===== config.mk =====
export PLATFORM = sky130hd
export DESIGN_NAME = dual_interval_timer
export DESIGN_NICKNAME = d
export VERILOG_FILES = /design/src/rtl/dit_pkg.sv /design/src/rtl/dit_regfile.sv /design/src/rtl/dit_timer_core.sv /design/src/rtl/dit_readmux.sv /design/src/rtl/dual_interval_timer.sv
export SDC_FILE = /design/constraint.sdc
export NUM_CORES = 1
export LEC_CHECK = 0
export BUFFER_PORTS_ARGS = -buffer_cell sky130_fd_sc_hd__buf_2
export CORE_MARGIN = 2
export CORE_UTILIZATION = 62
export DETAILED_ROUTE_END_ITERATION = 10
export PLACE_DENSITY = 0.81
export SLEW_MARGIN = 15
export SYNTH_ARGS = -nofsm -noshare
export SYNTH_HDL_FRONTEND = slang
export SYNTH_HIERARCHICAL = 1
export SYNTH_SLANG_ARGS = --single-unit

===== constraint.sdc =====
create_clock -name clk -period 3.09 [get_ports clk]
set_input_delay 0.309 -clock clk [delete_from_list [all_inputs] [get_ports clk]]
set_output_delay 0.309 -clock clk [all_outputs]
set_load 0.02 [all_outputs]

===== src/rtl/dit_pkg.sv =====
package dit_pkg;
    localparam int REG_W  = 16;
    localparam int BYTE_W = 8;

    typedef enum logic [0:0] {
        TMR_IDLE = 1'b0,
        TMR_RUN  = 1'b1
    } tmr_state_e;
endpackage


===== src/rtl/dit_regfile.sv =====
module dit_regfile
    import dit_pkg::*;
#(
    parameter int NUM_TIMERS = 2,
    localparam int NUM_REGS  = NUM_TIMERS * 2,
    localparam int ADDR_W    = $clog2(NUM_REGS) + 1
) (
    input  logic                              clk,
    input  logic                              rst_n,
    input  logic                              bus_wr,
    input  logic                              bus_word,
    input  logic [ADDR_W-1:0]                 bus_addr,
    input  logic [REG_W-1:0]                  bus_wdata,
    output logic [NUM_REGS-1:0][REG_W-1:0]    reg_q,
    output logic [NUM_REGS-1:0][REG_W-1:0]    reg_nxt,
    output logic [NUM_TIMERS-1:0]             restart
);
    logic [NUM_REGS-1:0] hit;

    for (genvar w = 0; w < NUM_REGS; w++) begin : g_reg
        localparam logic [ADDR_W-1:0] HI_ADDR = ADDR_W'(2 * w);
        localparam logic [ADDR_W-1:0] LO_ADDR = ADDR_W'(2 * w + 1);

        logic hit_word;
        logic hit_hi;
        logic hit_lo;

        always_comb begin
            hit_word = bus_wr && bus_word && (bus_addr[ADDR_W-1:1] == HI_ADDR[ADDR_W-1:1]);
            hit_hi   = bus_wr && !bus_word && (bus_addr == HI_ADDR);
            hit_lo   = bus_wr && !bus_word && (bus_addr == LO_ADDR);
            hit[w]   = hit_word || hit_hi || hit_lo;
        end

        always_comb begin
            reg_nxt[w] = reg_q[w];
            if (hit_word) begin
                reg_nxt[w] = bus_wdata;
            end else if (hit_hi) begin
                reg_nxt[w] = {bus_wdata[BYTE_W-1:0], reg_q[w][BYTE_W-1:0]};
            end else if (hit_lo) begin
                reg_nxt[w] = {reg_q[w][REG_W-1:BYTE_W], bus_wdata[BYTE_W-1:0]};
            end
        end

        always_ff @(posedge clk or negedge rst_n) begin
            if (!rst_n) begin
                reg_q[w] <= '1;
            end else begin
                reg_q[w] <= reg_nxt[w];
            end
        end
    end

    for (genvar t = 0; t < NUM_TIMERS; t++) begin : g_restart
        assign restart[t] = hit[2*t] || hit[2*t+1];
    end
endmodule


===== src/rtl/dit_timer_core.sv =====
module dit_timer_core
    import dit_pkg::*;
(
    input  logic             clk,
    input  logic             rst_n,
    input  logic             restart,
    input  logic [REG_W-1:0] presc_nxt,
    input  logic [REG_W-1:0] div_nxt,
    output logic             irq
);
    tmr_state_e       state_q, state_d;
    logic [REG_W-1:0] pcnt_q, pcnt_d;
    logic [REG_W-1:0] dcnt_q, dcnt_d;
    logic             irq_q, irq_d;
    logic             cfg_zero;
    logic             pre_wrap;
    logic             div_wrap;

    assign cfg_zero = (presc_nxt == '0) || (div_nxt == '0);
    assign pre_wrap = (pcnt_q == '0);
    assign div_wrap = pre_wrap && (dcnt_q == '0);

    // next-state: load, halt, expire
    always_comb begin
        state_d = state_q;
        if (restart) begin
            state_d = cfg_zero ? TMR_IDLE : TMR_RUN;
        end else begin
            unique case (state_q)
                TMR_IDLE: state_d = TMR_IDLE;
                TMR_RUN:  state_d = TMR_RUN;
                default:  state_d = TMR_IDLE;
            endcase
        end
    end

    always_ff @(posedge clk or negedge rst_n) begin
        if (!rst_n) begin
            state_q <= TMR_IDLE;
        end else begin
            state_q <= state_d;
        end
    end

    // counters and pulse; a restart takes priority over an expiry
    always_comb begin
        pcnt_d = pcnt_q;
        dcnt_d = dcnt_q;
        irq_d  = 1'b0;
        if (restart) begin
            pcnt_d = cfg_zero ? '0 : presc_nxt;
            dcnt_d = cfg_zero ? '0 : div_nxt;
        end else begin
            unique case (state_q)
                TMR_IDLE: begin
                    pcnt_d = '0;
                    dcnt_d = '0;
                end
                TMR_RUN: begin
                    if (pre_wrap) begin
                        pcnt_d = presc_nxt;
                        dcnt_d = div_wrap ? div_nxt : dcnt_q - 1'b1;
                        irq_d  = div_wrap;
                    end else begin
                        pcnt_d = pcnt_q - 1'b1;
                    end
                end
                default: begin
                    pcnt_d = '0;
                    dcnt_d = '0;
                end
            endcase
        end
    end

    always_ff @(posedge clk or negedge rst_n) begin
        if (!rst_n) begin
            pcnt_q <= '0;
            dcnt_q <= '0;
            irq_q  <= 1'b0;
        end else begin
            pcnt_q <= pcnt_d;
            dcnt_q <= dcnt_d;
            irq_q  <= irq_d;
        end
    end

    assign irq = irq_q;
endmodule


===== src/rtl/dit_readmux.sv =====
module dit_readmux
    import dit_pkg::*;
#(
    parameter int NUM_TIMERS = 2,
    localparam int NUM_REGS  = NUM_TIMERS * 2,
    localparam int ADDR_W    = $clog2(NUM_REGS) + 1
) (
    input  logic [NUM_REGS-1:0][REG_W-1:0] reg_q,
    input  logic                           bus_word,
    input  logic [ADDR_W-1:0]              bus_addr,
    output logic [REG_W-1:0]               bus_rdata
);
    logic [REG_W-1:0] sel;

    always_comb begin
        sel = reg_q[bus_addr[ADDR_W-1:1]];
        if (bus_word) begin
            bus_rdata = sel;
        end else if (bus_addr[0]) begin
            bus_rdata = {{BYTE_W{1'b0}}, sel[BYTE_W-1:0]};
        end else begin
            bus_rdata = {{BYTE_W{1'b0}}, sel[REG_W-1:BYTE_W]};
        end
    end
endmodule


===== src/rtl/dual_interval_timer.sv =====
module dual_interval_timer
    import dit_pkg::*;
#(
    parameter int NUM_TIMERS = 2,
    localparam int NUM_REGS  = NUM_TIMERS * 2,
    localparam int ADDR_W    = $clog2(NUM_REGS) + 1
) (
    input  logic                  clk,
    input  logic                  rst_n,
    input  logic                  bus_wr,
    input  logic                  bus_word,
    input  logic [ADDR_W-1:0]     bus_addr,
    input  logic [REG_W-1:0]      bus_wdata,
    output logic [REG_W-1:0]      bus_rdata,
    output logic [NUM_TIMERS-1:0] irq_pulse
);
    logic [NUM_REGS-1:0][REG_W-1:0] reg_q;
    logic [NUM_REGS-1:0][REG_W-1:0] reg_nxt;
    logic [NUM_TIMERS-1:0]          restart;

    dit_regfile #(.NUM_TIMERS(NUM_TIMERS)) regs_i (
        .clk       (clk),
        .rst_n     (rst_n),
        .bus_wr    (bus_wr),
        .bus_word  (bus_word),
        .bus_addr  (bus_addr),
        .bus_wdata (bus_wdata),
        .reg_q     (reg_q),
        .reg_nxt   (reg_nxt),
        .restart   (restart)
    );

    for (genvar t = 0; t < NUM_TIMERS; t++) begin : g_tmr
        dit_timer_core core_i (
            .clk       (clk),
            .rst_n     (rst_n),
            .restart   (restart[t]),
            .presc_nxt (reg_nxt[2*t]),
            .div_nxt   (reg_nxt[2*t+1]),
            .irq       (irq_pulse[t])
        );
    end

    dit_readmux #(.NUM_TIMERS(NUM_TIMERS)) rd_i (
        .reg_q     (reg_q),
        .bus_word  (bus_word),
        .bus_addr  (bus_addr),
        .bus_rdata (bus_rdata)
    );
endmodule


Word level (Yosys, flattened, before mapping)
Index checks and enable logic that the tools add are counted.

Add/sub/neg operators: 4. Eq/ne operators: 12. Magnitude comparators: 1. Mux-type cells: 46. Bitwise logic cells: 2. Reductions and logical operators: 39.

Operator list (number): $mux 16 (24); $logic_not 16->1 (8); $pmux 16 s2 (4); $sub 16x1->16 const B (4); $mux 8 (5); $bmux 16 s2 (1); $logic_and 1x1->1 (16); $eq 3x3->1 const B (4); $logic_or 1x1->1 (12); $mux 1 (10); $eq 3x2->1 const B (2); $ne 3x2->1 const B (2); $eq 2x2->1 const B (2); $pmux 1 s2 (2); $eq 3x1->1 const B (1); $logic_not 3->1 (1); $lt 2x3->1 const B (1); $eq 2x1->1 const B (1); $logic_not 2->1 (1); $not 1->1 (2); $logic_not 1->1 (1).

Output and inout port bits: 18. Word-level logic and storage cells: 116. Register bits: 132. Input bits: 23.

Logic depth before layout (Yosys ltp)
Depth in word-level cells: 10. Mapped depth: 13. Gate-level depth less buffers: 8.

By module
Netlist, hierarchy kept.

Modules (own cells, without submodules): dit_timer_core (area an instance 2143.3 µm², instances 2, cells an instance 214, seq. area each 850.8 µm²); dit_regfile (area an instance 3036.7 µm², instances 1, cells an instance 270, seq. area each 1681.6 µm²); dit_readmux (area an instance 593.1 µm², instances 1, cells an instance 58, seq. area each 0.0 µm²).

Least setup slack after synthesis
No wires, ideal clock.

Path kind: input to register. Start: in bus_word. End: reg g_tmr[0].core_i.dcnt_q[7]. Arrival: 2.687 ns. Stages: 11. Path buffers: 3. Setup time: 0.126 ns. Path slack: 0.276 ns. Data required time: 2.964 ns. Path through: buf_2 nor2_2 nor3b_4 mux2_2 nor4_1 nand4_1 and3_1 or2_1 buf_4 buf_8 a221o_1.

RTL lines: start, declared (RTL line dual_interval_timer.sv:11) `input logic bus_word,`; end signal, assigned (RTL line dit_timer_core.sv:83) `dcnt_q <= dcnt_d;`; end, declared (RTL line dit_timer_core.sv:13) `logic [REG_W-1:0] dcnt_q, dcnt_d;`.

==> results.ini <==
[global_route]
grt_max_degree=68
antenna_found_initial=0
track_usage_pct=36.51
grt_pass1_wl_um=37180
grt_pass1_vias=6620
overflow=0

[sta]
post-route-min-period_ns=2.895
fin_skew_ns=0.01279
tightest_slew_ns=1.034
hold_viol=9
fmax_mhz=345.5
max-slew-margin-rel_pct=30.75
rsz0062_at_grt=no
slew_violations=0
setup_viol=0
hold_slack_ns=-0.01985
fin_crit_sh_pct=93.68
timing.final.ws_setup_ns=0.1953

[setup_path]
crit_buf_inv=3
end_kind=register
slowest_stage=nor3b_2
critical_path.max_fanout=16
required_ns=3.43
max_stage_delay_ns=0.84
start_kind=primary input
worstPathArrival_ns=3.23
crit_chain=buf_2, buf_12, nor3b_2, nand4_1, a31oi_1, nor4_1, nand4_1, and3_1, or2_1, buf_4, o2bb2ai_1
cp_common_cell=nand4_1
worst-setup-path-type=in2reg
path_delay_family=simple AND/OR/NAND/NOR gates

[yosys]
ys_types=73
syn-num-nets=785
synth_top_area_share_pct=21.50
synth_common_cells=68 x dfrtp_1, 64 x dfstp_2, 51 x nor2_1
yosys_warnings=6
synth.most_common_cell=dfrtp_1
synth_top_cell_by_area=dfrtp_1
synth-edff-count=0
synthCells=756
synth_ff_type=dfrtp_1
avgSynthCellArea_um2=10.47
seq_area_frac_synth_pct=42.74
syn_area_mm2=0.007916
synth_area_leaders=dfrtp_1 21%, dfstp_2 21%, mux2_2 4.7%
ys_ff_latch=132
async_flop_share_pct=100.0

[power]
cellLeakagePower_nw=3.998
vdd_drop_max_v=0.0005564
powerDensity_mw_per_mm2=815.9

[placed_design]
post-place-ws_ns=-0.08713
place_congestion=1.006
dp.final_hpwl_um=17120
io_buffers=40

[clocking]
clock_sinks=132
postCtsResizedCells=0
clockBufferDepth=2
tritoncts=yes
cts_max_level=4
post_cts_buffers=0
cts_made_buffers=17
cts-hold-fix-buffers=0
root_buffer=clkbuf_16
clkTransAtPathRegs_ns=0.06
clock_latency_ns=0.42

[job]
maxCapViolCount=0

[final_layout]
nets=879
layout-drive-gt1-share_pct=33.72
diodes=0
area_delta_synth_final_pct=17.26
finish.utilization_pct=74.16

[routing]
via_per_inst=6.889
route.detailed.drc=0
routed-via-count=7130
wl_um=23910
dr.pass1.iters=7
post_drt_wl_per_cell_um=23.10
antenna_left=0
drt_iter0_drc=1001

[hold_path]
hp-class=in2async

[run_status]
outcome=finished, violations left
violations=negative hold slack

[die]
die-area_mm2=0.01369
coreArea_mm2=0.01252
start_util_pct=63.24
ioPinCount=41
die_h_um=117.0
die_w_um=117.0
rows=41

-- cells by family (layout without fill, tap and decap cells) --
logic type | count (synthesis) | in the layout | share of synthesized area [%]
flip-flops | 132 | 132 | 42.74
adder cells (fa/ha/maj) | 6 | 6 | 0.9483
multiplexers | 62 | 62 | 9.657
XOR/XNOR | 24 | 24 | 2.655
AO/OA/AOI/OAI | 203 | 203 | 17.80
buffers and inverters | 56 | 163 | 4.141
AND/OR/NAND/NOR | 273 | 273 | 22.06
-- layout make-up --
type                            instances  area, um^2
Clock buffer                           18       439.2
Clock inverter                         14       153.9
Fill cell                             905        3234
Inverter                               10       37.54
Multi-Input combinational cell        568        4205
Sequential cell                       132        3383
Tap cell                              172       215.2
Timing Repair Buffer                  121       848.3
-- worst paths after layout --
path | from | endpoint | slack, ns | depth (start not counted)
worst max register to register | g_tmr[0].core_i/dcnt_q[0]$_DFFE_PN0P_ | g_tmr[0].core_i/dcnt_q[14]$_DFFE_PN0P_ | 0.44 | 8
worst min register to register | g_tmr[0].core_i/state_q$_DFFE_PN0P_ | g_tmr[0].core_i/irq$_DFF_PN0_ | 0.58 | 2
max in group asynchronous | rst_n | regs_i/reg_q[24]$_DFF_PN1_ | 2.21 | 2
min in group clk | bus_wdata[12] | regs_i/reg_q[12]$_DFF_PN1_ | 0.34 | 4
worst min-delay path | rst_n | g_tmr[1].core_i/dcnt_q[4]$_DFFE_PN0P_ | -0.02 | 1
worst max-delay path | bus_addr[1] | g_tmr[1].core_i/dcnt_q[12]$_DFFE_PN0P_ | 0.20 | 11
-- per-stage QoR --
step	area (um^2)	hold WS (ns)	cells	TNS, ns	power [mW]
after floorplan	7916	0.01341	756	0	4.550
after global placement	8690	0.4495	1003	0	5.352
after detailed placement	8690	0.4596	1003	-1.746	5.478
after CTS	9283	0.01677	1035	0	7.532
after global routing	9283	0.05494	1035	0	7.941
final	9283	-0.01985	1035	0	7.574
-- worst reg2reg max path: stages (launching register included) --
cell       delay [ns]
dfrtp_1          0.43
inv_1            0.08
ha_1             0.18
or3b_1           0.48
nand2b_4         0.23
nor4_2           0.36
or2_1            0.48
buf_4            0.21
o2bb2ai_1        0.12
-- layer usage --
layer  track usage, %  up-vias  wire (um)
met4            10.51        0        688
met5                0        -          0
met2            54.87      436      10740
met3            9.166       82       2460
li1                 -     3097          -
met1            52.85     3515      10020
-- state kept, by name, summed over array words and instances (netlist names) --
register / cells
g_tmr.core_i/dcnt_q: 32
g_tmr.core_i/state_q: 2
regs_i/reg_q: 64
g_tmr.core_i/pcnt_q: 32
g_tmr.core_i/irq: 2
-- report_power, final --
group | switching (mW) | internal (mW) | leakage [nW]
clock network | 0.801 | 1.21 | 0.259
registers | 0.569 | 2.35 | 1.55
logic | 1.45 | 1.19 | 2.19
total | 2.82 | 4.75 | 4.00
-- placed cells by master, fill, tap and decap left out, types with 17 or more instances in the layout --
cell,netlist,final
buf_4,6,79
dfrtp_1,68,68
dfstp_2,64,64
nor2_1,51,51
nand2_1,49,49
o21ai_0,45,45
buf_2,18,39
mux2_2,33,33
a31oi_1,32,32
nor4_1,28,28
nand4_1,25,25
a22o_1,24,24
a21oi_1,24,24
mux2i_1,22,22
nor3_1,20,20
xor2_1,18,18
clkbuf_16,0,17
(Power assumes the default switching activity.)
